[config.mk]
export PLATFORM = sky130hd
export DESIGN_NAME = frac_clk_div
export DESIGN_NICKNAME = d
export VERILOG_FILES = /design/src/rtl/frac_clk_div_pkg.sv /design/src/rtl/fcd_rem_acc.sv /design/src/rtl/fcd_period_ctr.sv /design/src/rtl/fcd_frame_ctr.sv /design/src/rtl/frac_clk_div.sv
export SDC_FILE = /design/constraint.sdc
export NUM_CORES = 1
export LEC_CHECK = 0
export ABC_AREA = 0
export BUFFER_PORTS_ARGS = -buffer_cell sky130_fd_sc_hd__buf_2
export CAP_MARGIN = 25
export CORE_MARGIN = 3
export CORE_UTILIZATION = 40
export CTS_CLUSTER_DIAMETER = 150
export DETAILED_ROUTE_END_ITERATION = 12
export SLEW_MARGIN = 15
export SYNTH_ARGS = -nofsm -noshare
export SYNTH_HDL_FRONTEND = slang
export SYNTH_SLANG_ARGS = --single-unit
export TNS_END_PERCENT = 50
[constraint.sdc]
create_clock -name clk -period 3.5 [get_ports clk]
set_input_delay 0.525 -clock clk [delete_from_list [all_inputs] [get_ports clk]]
set_output_delay 0.525 -clock clk [all_outputs]
set_load 0.01 [all_outputs]
[src/rtl/frac_clk_div_pkg.sv]
package frac_clk_div_pkg;

    // Per-period event flags passed between the counters.
    typedef struct packed {
        logic is_long;     // current period uses the ceiling length
        logic first_cyc;   // first source cycle of the current period
        logic last_cyc;    // last source cycle of the current period
    } period_ev_t;

    // Width needed to hold values 0..n-1, never below 1.
    function automatic int unsigned idx_width(input int unsigned n);
        return (n > 1) ? $clog2(n) : 1;
    endfunction

    // Short (floor) divide factor.
    function automatic int unsigned short_len(input int unsigned num, input int unsigned den);
        return num / den;
    endfunction

    // Remainder added to the accumulator once per period.
    function automatic int unsigned rem_step(input int unsigned num, input int unsigned den);
        return num % den;
    endfunction

endpackage

[src/rtl/fcd_rem_acc.sv]
module fcd_rem_acc
    import frac_clk_div_pkg::*;
#(
    parameter int unsigned NUM = 76,
    parameter int unsigned DEN = 10
) (
    input  logic clk,
    input  logic rst,
    input  logic step,      // current period ends this cycle
    output logic is_long
);
    localparam int unsigned REM = rem_step(NUM, DEN);
    localparam int unsigned AW  = idx_width(2 * DEN + 1);

    logic [AW-1:0] acc_q;
    logic [AW-1:0] sum;

    assign sum     = acc_q + AW'(REM);
    assign is_long = (sum >= AW'(DEN));

    always_ff @(posedge clk) begin
        if (rst) begin
            acc_q <= '0;
        end else if (step) begin
            acc_q <= is_long ? (sum - AW'(DEN)) : sum;
        end
    end
endmodule

[src/rtl/fcd_period_ctr.sv]
module fcd_period_ctr
    import frac_clk_div_pkg::*;
#(
    parameter int unsigned NUM = 76,
    parameter int unsigned DEN = 10
) (
    input  logic       clk,
    input  logic       rst,
    input  logic       live,
    input  logic       is_long,
    output period_ev_t ev,
    output logic       level
);
    localparam int unsigned LO = short_len(NUM, DEN);
    localparam int unsigned CW = idx_width(LO + 2);

    logic [CW-1:0] cnt_q;
    logic [CW-1:0] len;
    logic [CW-1:0] half;

    assign len  = is_long ? CW'(LO + 1) : CW'(LO);
    assign half = len >> 1;

    always_comb begin
        ev.is_long   = is_long;
        ev.first_cyc = live && (cnt_q == '0);
        ev.last_cyc  = live && (cnt_q == len - CW'(1));
    end

    assign level = live && (cnt_q < half);

    always_ff @(posedge clk) begin
        if (rst) begin
            cnt_q <= '0;
        end else if (live) begin
            cnt_q <= (cnt_q == len - CW'(1)) ? '0 : cnt_q + CW'(1);
        end
    end
endmodule

[src/rtl/fcd_frame_ctr.sv]
module fcd_frame_ctr
    import frac_clk_div_pkg::*;
#(
    parameter int unsigned DEN = 10
) (
    input  logic       clk,
    input  logic       rst,
    input  period_ev_t ev,
    output logic       frame_start
);
    localparam int unsigned PW = idx_width(DEN);

    logic [PW-1:0] pidx_q;

    assign frame_start = ev.first_cyc && (pidx_q == '0);

    always_ff @(posedge clk) begin
        if (rst) begin
            pidx_q <= '0;
        end else if (ev.last_cyc) begin
            pidx_q <= (pidx_q == PW'(DEN - 1)) ? '0 : pidx_q + PW'(1);
        end
    end
endmodule

[src/rtl/frac_clk_div.sv]
module frac_clk_div
    import frac_clk_div_pkg::*;
#(
    parameter int unsigned NUM = 76,
    parameter int unsigned DEN = 10
) (
    input  logic clk,
    input  logic rst,
    output logic clk_out,
    output logic frame_start
);
    generate
        if (DEN < 1 || NUM <= 2 * DEN) begin : g_bad_ratio
            $error("frac_clk_div: NUM must exceed 2*DEN and DEN must be at least 1");
        end
    endgenerate

    logic       live_q;
    logic       is_long;
    period_ev_t ev;

    // Held low for the first cycle after reset so that every output starts low.
    always_ff @(posedge clk) begin
        if (rst) live_q <= 1'b0;
        else     live_q <= 1'b1;
    end

    fcd_rem_acc #(.NUM(NUM), .DEN(DEN)) u_acc (
        .clk     (clk),
        .rst     (rst),
        .step    (ev.last_cyc),
        .is_long (is_long)
    );

    fcd_period_ctr #(.NUM(NUM), .DEN(DEN)) u_period (
        .clk     (clk),
        .rst     (rst),
        .live    (live_q),
        .is_long (is_long),
        .ev      (ev),
        .level   (clk_out)
    );

    fcd_frame_ctr #(.DEN(DEN)) u_frame (
        .clk         (clk),
        .rst         (rst),
        .ev          (ev),
        .frame_start (frame_start)
    );
endmodule

# [After elaboration in Yosys (flattened, before gate mapping)]
# Cells that the tools add are included.
[totals] ff_bits=14 input_bits=2 output_inout_bits=2 elab_cells=24
[classes] addsub=5 n_lt_le_gt_ge=2 n_eq_ne=2 n_mux=5 n_reduce_logical=6
[ops] cell="$mux 4" count=3
[ops] cell="$add 4x1->4 const B" count=2
[ops] cell="$logic_not 4->1" count=2
[ops] cell="$add 5x3->5 const B" count=1
[ops] cell="$ge 5x4->1 const B" count=1
[ops] cell="$mux 5" count=1
[ops] cell="$sub 5x4->5 const B" count=1
[ops] cell="$eq 4x4->1" count=1
[ops] cell="$eq 4x4->1 const B" count=1
[ops] cell="$logic_and 1x1->1" count=4
[ops] cell="$lt 4x3->1" count=1
[ops] cell="$sub 4x1->4 const B" count=1
[ops] cell="$mux 1" count=1

# [Depth between registers and ports, before layout]
# Gate-level depths: netlist of the first run.
[depth] word_depth=6 depth_mapped=10 ltp_nobuf=10

# [Cells and area by module]
# From an unflattened synthesis of the first run, not the netlist that was laid out.
[unflattened] cells_unflattened=106 hier_area_um2=897.1
[modules_own_cells] mod="fcd_rem_acc" n_inst=1 cells_each=51 area_per_inst_um2=395.4 seq_area_each_um2=80.1
[modules_own_cells] mod="fcd_period_ctr" n_inst=1 cells_each=32 area_per_inst_um2=291.5 seq_area_each_um2=80.1
[modules_own_cells] mod="fcd_frame_ctr" n_inst=1 cells_each=21 area_per_inst_um2=186.4 seq_area_each_um2=80.1
[modules_own_cells] mod="frac_clk_div" n_inst=1 cells_each=2 area_per_inst_um2=23.8 seq_area_each_um2=20.0

# [Least setup slack after synthesis of the first run]
# No wires, ideal clock.
[synth_path] kind="register to output" from="reg u_acc.acc_q[1]" to="out clk_out" arrival_ns=1.968 setup_slack_ns=1.007 path_stages_with_launch=11 n_path_buf=0 path_cell_list="dfxtp_1 -> inv_1 -> ha_1 -> xor2_1 -> nor2_1 -> nor2_1 -> inv_2 -> ha_1 -> a21oi_1 -> nor2b_1 -> nor3b_1"
[synth_between] elab_chain_cells=5
[synth_lines] item="from (decl)" line="fcd_rem_acc.sv:15" source="logic [AW-1:0] acc_q;"
[synth_lines] item="from (signal assigned)" line="fcd_rem_acc.sv:25" source="acc_q <= is_long ? (sum - AW'(DEN)) : sum;"
[synth_lines] item="$add 5x3->5" line="fcd_rem_acc.sv:18" source="assign sum = acc_q + AW'(REM);"
[synth_lines] item="$ge 5x4->1" line="fcd_rem_acc.sv:19" source="assign is_long = (sum >= AW'(DEN));"
[synth_lines] item="$mux 4" line="fcd_period_ctr.sv:21" source="assign len = is_long ? CW'(LO + 1) : CW'(LO);"
[synth_lines] item="$lt 4x3->1" line="fcd_period_ctr.sv:30" source="assign level = live && (cnt_q < half);"
[synth_lines] item="$logic_and 1x1->1" line="fcd_period_ctr.sv:30"
[synth_lines] item="to (decl)" line="frac_clk_div.sv:9" source="output logic clk_out,"
# Every way passes these cells.

# [Worst setup path in the final report of the first run]
# Same ends and word-level chain as after synthesis.

==> reports/qor.csv, run 1 <==
stage,metric,value,unit
power,powerDensity,289.4,nW/µm²
sta,rsz0062_at_grt,false,
worst_setup_path,cpPeakStageDelay,0.43,ns
cts,numCtsBuffers,3,
worst_setup_path,path_cells,inv_1 > ha_1 > xor2_1 > nor2_1 > nor2_1 > inv_2 > ha_1 > a21oi_1 > nor2b_1 > nor3b_1 > buf_2,
sta,final_hold_viol_count,0,
worst_setup_path,crit_end,clk_out,
worst_hold_path,holdCritPathClass,flip-flop to flip-flop,
die,start_util,0.4294,
cts,cts-htree-levels,1,
die,row_count,16,
layout,n_fill_cell,207,
worst_setup_path,cp_max_fo,5,
placement,port_buffers,3,
synth,yosysTopAreaCellShare,0.3028,
route,wl_per_cell,11.78,µm
route,drtAntennaViolNets,0,
worst_setup_path,reg2reg_depth,8,
cts,ctsHoldBuffers,0,
layout,layout-drive-gt1-share,0.1402,
sta,layout_min_cycle_time,2.957,ns
worst_setup_path,crit_required,2.97,ns
synth,yosysSeqAreaShare,0.3028,
worst_setup_path,end_kind,primary output,
route,routed_via_density,4.993,
global_route,grt_pass1_vias,664,
sta,tns,0,ns
worst_setup_path,path_class,flip-flop to primary output,
cts,post_cts_resized,0,
worst_setup_path,critPathLaunchType,flip-flop,
route,drt_iter0_markers,8,
route,vias,669,
sta,hold_slack,0.5249,ns
worst_setup_path,r2r_setup_slack,1.47,ns
power,power_leakage,0.0003318,µW
global_route,gr-total-overflow,0,
cts,cts_root_buf,clkbuf_4,
placement,finalWeightedCongestion,0.7738,
sta,max_slew_margin,0.7190,
cts,cts.clk_slew.worst_paths,0.08,ns
layout,areaGrowthSynthToFinish,7.715,%
worst_setup_path,reg2reg_to,u_acc.acc_q[3],
cts,cts_tree,yes,
placement,dp_hpwl,1189,µm
layout,antenna_cells,0,
sta,post-route-period-util,0.8450,
synth,syn_avg_cell_area,8.427,µm²
global_route,grt_max_degree,14,
worst_setup_path,crit_path_start,u_acc.acc_q[1],
run_status,status,"finished, final reports clean",
placement,placed_area,899.6,µm²
synth,synth_top_area_cell,dfxtp_1,
flow_run,maxCapViolations,0,
synth,synthesis.nets,111,
sta,setup_viol,0,
global_route,track_usage,0.1394,
route,drt_first_pass_iters,4,
sta,finClkSkew,0.005242,ns
cts,cts_setup_buffers,0,
cts,clkSinkCount,13,
worst_hold_path,holdPathStages,2,
die,die-height,52.36,µm
synth,yosysUniqueCellTypes,34,
worst_hold_path,min_from,u_period.cnt_q[3],
die,ios,4,
power,peakVddDrop,0.1563,mV
sta,worst_slew_pin_slew,0.4184,ns
sta,fmax,338.1,MHz
cts,cts_max_path_buffers,2,
die,die-area,2741,µm²
synth,synth_warnings,0,
worst_setup_path,slowest_stage,dfxtp_1,
route,drc_errors,0,
layout,fin_area,925.9,µm²
cts,clkLatencyLatePin,0.27,ns
synth,synthTopCellsByArea,"dfxtp_1, ha_1, nor2_1, xnor2_1, a21oi_1",
global_route,antenna_found_initial,0,
worst_setup_path,worst_r2r_startpoint,u_acc.acc_q[1],
global_route,grt_pass1_wl,2842,µm
route,routed_wl,1579,µm
sta,slew_viol_final,0,
synth,synthCells,102,
synth,ys_ff_latch,13,
die,coreArea,2002,µm²
synth,syn_area,859.6,µm²
layout,finalNetCount,117,
worst_setup_path,critPathArrivalTime,2.43,ns
die,die_w,52.36,µm
synth_stat cells:
cell type	n
dfxtp_1	13
nor2_1	13
nand2_1	9
a21oi_1	8
ha_1	7
inv_1	6
xnor2_1	5
mux2i_1	4
nand3_1	4
nor2b_1	3
a21boi_0	2
nor3_1	2
nor3b_1	2
o21ai_2	2
or3_1	2
xor2_1	2
a21oi_2	1
a21oi_4	1
a311oi_1	1
a31oi_1	1
and4b_1	1
clkbuf_1	1
clkbuf_2	1
inv_2	1
mux2_2	1
nand3_4	1
nand3b_1	1
nand4_1	1
nand4b_1	1
nor4_1	1
o21ai_0	1
o32ai_1	1
or2_2	1
xor2_2	1
how the worst min path moves through the flow:
stage / to / slack, ns
detailed placement: u_period.cnt_q[3] / 0.51
floorplan: u_period.cnt_q[3] / 0.48
finish: u_period.cnt_q[3] / 0.52
global placement: u_period.cnt_q[3] / 0.50
CTS: u_period.cnt_q[3] / 0.53
global route: u_period.cnt_q[3] / 0.55
stage by stage:
step | total power [µW] | worst slack [ns] | util | std cells
after CTS | 272.4 | 0.5261 | 0.4625 | 134
after detailed placement | 179.4 | 0.8561 | 0.4494 | 130
final | 268.0 | 0.5426 | 0.4625 | 134
after global placement | 179.1 | 0.9065 | 0.4494 | 130
after floorplan | 173.3 | 1.007 | - | 102
after global routing | 281.9 | 0.2223 | 0.4625 | 134
cell type report:
| cell class | count | area (µm²) | area share |
|---|---|---|---|
| clock buffers | 4 | 26.28 | 0.02838 |
| multi-input cells | 80 | 564.3 | 0.6095 |
| inverters | 7 | 26.28 | 0.02838 |
| repair buffers | 3 | 15.01 | 0.01622 |
| flip-flops and latches | 13 | 260.3 | 0.2811 |
| well taps | 27 | 33.78 | 0.03649 |
cells by family (layout without fill, tap and decap cells):
| logic type | Yosys count | after routing | share of synthesized area |
|---|---|---|---|
| compound gates | 18 | 18 | 0.1470 |
| xor+xnor | 8 | 8 | 0.09025 |
| fa+ha+maj | 7 | 7 | 0.1019 |
| simple gates | 42 | 42 | 0.2577 |
| buf+inv | 9 | 14 | 0.04074 |
| flops | 13 | 13 | 0.3028 |
| mux | 5 | 5 | 0.05968 |
registers in the layout, summed over array words and instances (netlist names):
register and cells:
u_period.cnt_q 4, u_acc.acc_q 4, live_q 1, u_frame.pidx_q 4
report_power, final:
| group | leakage [µW] | internal, µW | total (µW) | switching, µW |
|---|---|---|---|---|
| registers | 0.000105 | 151 | 156 | 5.28 |
| clock network | 0.0000150 | 44.1 | 92.4 | 48.3 |
| logic | 0.000211 | 8.27 | 19.7 | 11.4 |
per-layer routing:
metal  track usage  vias up  share of wire
met5             0        -              0
met4       0.03830        0         0.0063
met2        0.2211        5           0.46
met1        0.1864      302           0.50
li1              -      360              -
met3       0.03419        2          0.028
cells in the final DEF (no fill, tap or decap), types with 2 or more instances in the layout:
cell type,n
xor2_1,2
inv_1,6
nor2b_1,3
xnor2_1,5
nand2_1,9
or3_1,2
dfxtp_1,13
buf_2,3
nor3_1,2
clkbuf_4,3
a21oi_1,8
ha_1,7
nand3_1,4
a21boi_0,2
nor3b_1,2
o21ai_2,2
nor2_1,13
mux2i_1,4
critical path: cells and delay by family, from the launching register on:
family	cells	cell delay (ns)
xor gates and xnor gates	1	0.22
and+or+nand+nor	4	0.56
adders and majority gates	2	0.53
AOI/OAI and AO/OA	1	0.12
buffers and inverters	3	0.31
DFF	1	0.43
Power figures use the tool's default switching activity.
==> run 2: changes to the inputs <==
==> constraint.sdc (replaced) <==
create_clock -name clk -period 2.4 [get_ports clk]
set_input_delay 0.36 -clock clk [delete_from_list [all_inputs] [get_ports clk]]
set_output_delay 0.36 -clock clk [all_outputs]
set_load 0.01 [all_outputs]
==> run 2 against run 1 <==
Effect of this change:
- sequential power grew 46%
- via count grew 19%
- clock skew increased by 0.0092 ns
- critical path depth down 1
- largest power group unchanged
==> reports/qor.csv, run 2 (synthesized netlist as in run 1, its figures left out) <==
stage,metric,value,unit
worst_setup_path,slowest_stage,dfxtp_4,
global_route,grt_max_degree,14,
sta,worst_slew_pin_slew,0.3387,ns
sta,fmax,417.3,MHz
placement,dp_slack,0.01391,ns
power,peakVddDrop,0.2085,mV
sta,slew_viol_final,0,
worst_setup_path,cp_top_family,flip-flops,
worst_setup_path,worst_r2r_startpoint,u_acc.acc_q[2],
cts,numCtsBuffers,3,
worst_hold_path,hold-path-endpoint,live_q,
worst_setup_path,crit_required,2.04,ns
worst_setup_path,end_kind,primary output,
die,die_w,52.36,µm
sta,final_hold_viol_count,0,
worst_setup_path,critPathArrivalTime,2.04,ns
worst_setup_path,critPathLaunchType,flip-flop,
worst_hold_path,holdPathStages,2,
worst_hold_path,min_from,rst,
layout,reg_top3,"u_acc.acc_q x4, u_frame.pidx_q x4, u_period.cnt_q x4",
die,ios,4,
layout,areaGrowthSynthToFinish,36.83,%
sta,fin_ws,0.003678,ns
layout,layout-drive-gt1-share,0.3782,
die,start_util,0.4294,
worst_setup_path,path_cells,buf_6 > o21ai_4 > xnor2_2 > nor2_4 > inv_2 > ha_4 > a21oi_4 > nor2b_4 > nor3b_2 > buf_2,
worst_setup_path,path_buf_inv,3,
global_route,gr-total-overflow,0,
worst_setup_path,cpPeakStageDelay,0.37,ns
sta,hold_slack,0.3834,ns
run_status,status,"finished, final reports clean",
sta,finClkSkew,0.01442,ns
cts,cts-htree-levels,1,
layout,final_cell_mix,"nor2_1, dfxtp_1, nand2_1, buf_4, a21oi_1",
cts,cts_tree,yes,
die,die-height,52.36,µm
cts,clkSinkCount,13,
worst_setup_path,r2r_setup_slack,0.29,ns
cts,cts_root_buf,clkbuf_4,
placement,dp_hpwl,1329,µm
flow_run,maxCapViolations,0,
route,drc_errors,0,
layout,layout_commonest_cell,nor2_1,
sta,post-route-period-util,0.9985,
route,wl_per_cell,14.12,µm
route,drtAntennaViolNets,0,
die,coreArea,2002,µm²
placement,port_buffers,3,
global_route,grt_pass1_vias,755,
layout,final_util,0.5875,
power,powerDensity,350.7,nW/µm²
die,row_count,16,
worst_setup_path,reg2reg_depth,11,
route,routed_wl,2061,µm
sta,setup_viol,0,
global_route,track_usage,0.1748,
worst_setup_path,path_class,flip-flop to primary output,
global_route,antenna_found_initial,0,
route,routed_via_density,5.452,
cts,clkLatencyLatePin,0.29,ns
sta,rsz0062_at_grt,true,
worst_hold_path,holdCritPathClass,primary input to flip-flop,
sta,layout_min_cycle_time,2.396,ns
die,die-area,2741,µm²
cts,cts_max_path_buffers,2,
worst_setup_path,cp_max_fo,3,
sta,max_slew_margin,0.7718,
power,power_leakage,0.0004272,µW
worst_setup_path,reg2reg_to,u_acc.acc_q[3],
route,vias,796,
global_route,grt_pass1_wl,3443,µm
route,drt_first_pass_iters,5,
layout,finalNetCount,129,
cts,ctsHoldBuffers,0,
placement,finalWeightedCongestion,0.7324,
route,drt_iter0_markers,20,
layout,antenna_cells,0,
cts,cts.clk_slew.worst_paths,0.10,ns
run 2: worst register-to-register path, stage by stage (launching register included):
cell and delay [ns]:
dfxtp_4 0.37, inv_4 0.07, ha_4 0.16, xor2_4 0.19, buf_6 0.11, buf_4 0.10
or2_4 0.13, nand3_4 0.08, buf_4 0.18, a21oi_4 0.25, a21oi_1 0.13, a311oi_1 0.25
run 2: where the power goes:
group          leakage [µW]  internal, µW  switching, µW
Clock             0.0000150          64.7           81.6
Combinational      0.000305          18.8           20.7
Sequential         0.000108           217           9.25
run 2: area by class of cell:
class | instances | area (µm²)
fillers | 176 | 825.8
multi-input cells | 80 | 699.4
flip-flops and latches | 13 | 269.0
repair buffers | 15 | 116.4
well taps | 27 | 33.78
inverters | 7 | 31.28
clock buffers | 4 | 26.28
run 2: worst max path at each step:
stage                        start      end  cells past startpoint
floorplan           u_acc.acc_q[1]  clk_out                     10
global placement    u_acc.acc_q[1]  clk_out                     11
detailed placement  u_acc.acc_q[2]  clk_out                     11
CTS                 u_acc.acc_q[2]  clk_out                     11
global route        u_acc.acc_q[2]  clk_out                     10
finish              u_acc.acc_q[2]  clk_out                     10
run 2: through the flow:
stage                     cells  cell area [µm²]  total power (µW)  TNS [ns]
after global placement      135            937.1             261.5         0
final                       146             1176             412.5         0
after CTS                   145             1130             416.8  -0.04596
after detailed placement    135            937.1             263.2         0
after global routing        146             1176             426.9  -0.08688
after floorplan             102            859.6             252.7         0
run 2: timing repair:
action	CTS	global route
endpoints found under the setup margin	1	1
pin swaps	6	8
resized for setup	26	9
setup buffers	6	1
run 2: per-layer routing:
layer	track usage	wire, µm	share of wire	vias up
met5	0	0	0	-
met4	0.09362	67	0.033	0
met3	0.03419	52	0.025	9
met2	0.2996	1063	0.52	14
met1	0.2014	878	0.43	385
li1	-	-	-	388
==> run 3: changes to the inputs <==
--- a/config.mk
+++ b/config.mk
@@ -9,9 +9,11 @@
 export BUFFER_PORTS_ARGS = -buffer_cell sky130_fd_sc_hd__buf_2
 export CAP_MARGIN = 25
 export CORE_MARGIN = 3
-export CORE_UTILIZATION = 40
+export CORE_UTILIZATION = 52
 export CTS_CLUSTER_DIAMETER = 150
 export DETAILED_ROUTE_END_ITERATION = 12
+export PLACE_DENSITY = 0.72
+export RECOVER_POWER = 100
 export SLEW_MARGIN = 15
 export SYNTH_ARGS = -nofsm -noshare
 export SYNTH_HDL_FRONTEND = slang
==> run 3 against run 2 <==
Effect of this change:
- global-route usage rose by 3.5 points
- routed wire length fell by 3.7%
- critical path type unchanged
- hold slack improved by 0.13 ns
- total power fell by 1.6%
- critical endpoint unchanged
==> reports/qor.csv, run 3 (synthesized netlist as in run 1, its figures left out) <==
stage,metric,value,unit
layout,layout-drive-gt1-share,0.3920,
cts,cts_tree,yes,
worst_setup_path,critPathArrivalTime,2.01,ns
power,switching_share,0.2577,
die,ios,4,
cts,numCtsBuffers,3,
layout,final_cell_mix,"buf_4, nor2_1, dfxtp_1",
sta,setup_viol,0,
route,drt_first_pass_iters,4,
route,drc_errors,0,
global_route,grt_pass1_vias,753,
power,clkPwrFrac,0.346,
power,p_seq_frac,0.561,
route,routed_wl,1984,µm
cts,cts_root_buf,clkbuf_4,
placement,finalWeightedCongestion,0.8116,
sta,fmax,421.6,MHz
flow_run,maxCapViolations,0,
layout,final_util,0.7685,
route,wl_per_cell,14.07,µm
sta,max_slew_margin,0.6094,
sta,slew_viol_final,0,
placement,port_buffers,3,
layout,finalNetCount,135,
sta,post-route-period-util,0.9883,
power,powerDensity,346.6,nW/µm²
die,start_util,0.5640,
global_route,grt_pass1_wl,3215,µm
cts,cts-htree-levels,1,
die,die_w,46.66,µm
global_route,grt_max_degree,14,
route,routed_via_density,5.560,
layout,reg_top3,"u_acc.acc_q x4, u_frame.pidx_q x4, u_period.cnt_q x4",
global_route,antenna_found_initial,0,
layout,layout_commonest_cell,buf_4,
cts,clkLatencyLatePin,0.28,ns
sta,layout_min_cycle_time,2.372,ns
sta,worst_slew_pin_slew,0.5859,ns
cts,cts.clk_slew.worst_paths,0.08,ns
placement,dp_slack,0.04547,ns
route,vias,784,
sta,finClkSkew,0.004861,ns
layout,antenna_cells,0,
cts,ctsHoldBuffers,0,
power,power_leakage,0.0004415,µW
die,die-area,2177,µm²
worst_setup_path,path_class,flip-flop to primary output,
die,die-height,46.66,µm
run_status,status,"finished, final reports clean",
placement,dp_hpwl,1199,µm
global_route,gr-total-overflow,0,
sta,fin_ws,0.02820,ns
worst_setup_path,cp_max_fo,4,
die,coreArea,1524,µm²
power,finalPower,405.9,µW
die,row_count,14,
layout,n_fill_cell,97,
worst_setup_path,crit_required,2.04,ns
sta,final_hold_viol_count,0,
cts,clkSinkCount,13,
layout,areaGrowthSynthToFinish,36.24,%
global_route,track_usage,0.2095,
sta,rsz0062_at_grt,true,
power,peakVddDrop,0.2994,mV
worst_hold_path,holdCritPathClass,flip-flop to flip-flop,
worst_setup_path,critPathLaunchType,flip-flop,
worst_setup_path,end_kind,primary output,
route,drt_iter0_markers,17,
power,switching_power,104.6,µW
route,drtAntennaViolNets,0,
cts,cts_max_path_buffers,2,
power,combPwrFrac,0.092,
power,internal_power,301.3,µW
-- run 3: final cells by class --
type                            count  area (µm²)  share of cell area
Clock buffer                        4       26.28             0.02244
Tap cell                           16       20.02             0.01709
Sequential cell                    13       266.5              0.2276
Multi-Input combinational cell     80       673.1              0.5748
Timing Repair Buffer               21       156.4              0.1335
Inverter                            7       28.78             0.02457
-- run 3: power by group through the flow --
stage | registers (µW) | logic (µW) | clock network [µW]
after floorplan | 229 | 23.2 | 0
after global placement | 233 | 28.7 | 0
after detailed placement | 233 | 28.9 | 0
after CTS | 229 | 30.6 | 140
after global routing | 229 | 41.9 | 154
final | 228 | 37.4 | 141
-- run 3: what timing repair did --
| action | CTS | global route |
|---|---|---|
| pin swaps | 5 | 8 |
| cloned | 0 | 0 |
| gates resized for setup | 18 | 11 |
| setup endpoints to repair | 1 | 6 |
| setup buffers | 10 | 4 |
-- run 3: worst paths after layout --
path                      from                 to  slack (ns)  cells after the start
max             u_acc.acc_q[1]            clk_out        0.03                     10
min          u_period.cnt_q[3]  u_period.cnt_q[3]        0.52                      2
max reg2reg     u_acc.acc_q[1]     u_acc.acc_q[3]        0.10                     14
min reg2reg  u_period.cnt_q[3]  u_period.cnt_q[3]        0.52                      2
-- run 3: per-stage QoR --
stage                     cells  setup TNS, ns  hold WS [ns]  cell area (µm²)
after CTS                   138              0        0.3957             1104
final                       141              0        0.5181             1171
after global routing        141        -0.1359        0.5580             1171
after detailed placement    124              0        0.5087            923.4
after global placement      124              0        0.5025            923.4
after floorplan             102              0        0.4321            859.6
-- run 3: routing by layer --
layer / track usage / wire length (µm)
met1: 0.2751 / 958
met2: 0.3214 / 972
met3: 0.06250 / 31
met4: 0.07735 / 21
met5: 0 / 0
-- run 3: worst max-delay path, stage by stage (launching register included) --
cell and delay (ns):
dfxtp_4 0.37, inv_4 0.07, ha_4 0.16, xor2_4 0.21, nor2_4 0.06, nor2_4 0.11, buf_4 0.14, ha_4 0.18
nor2b_1 0.12, nor3b_1 0.16, buf_2 0.16
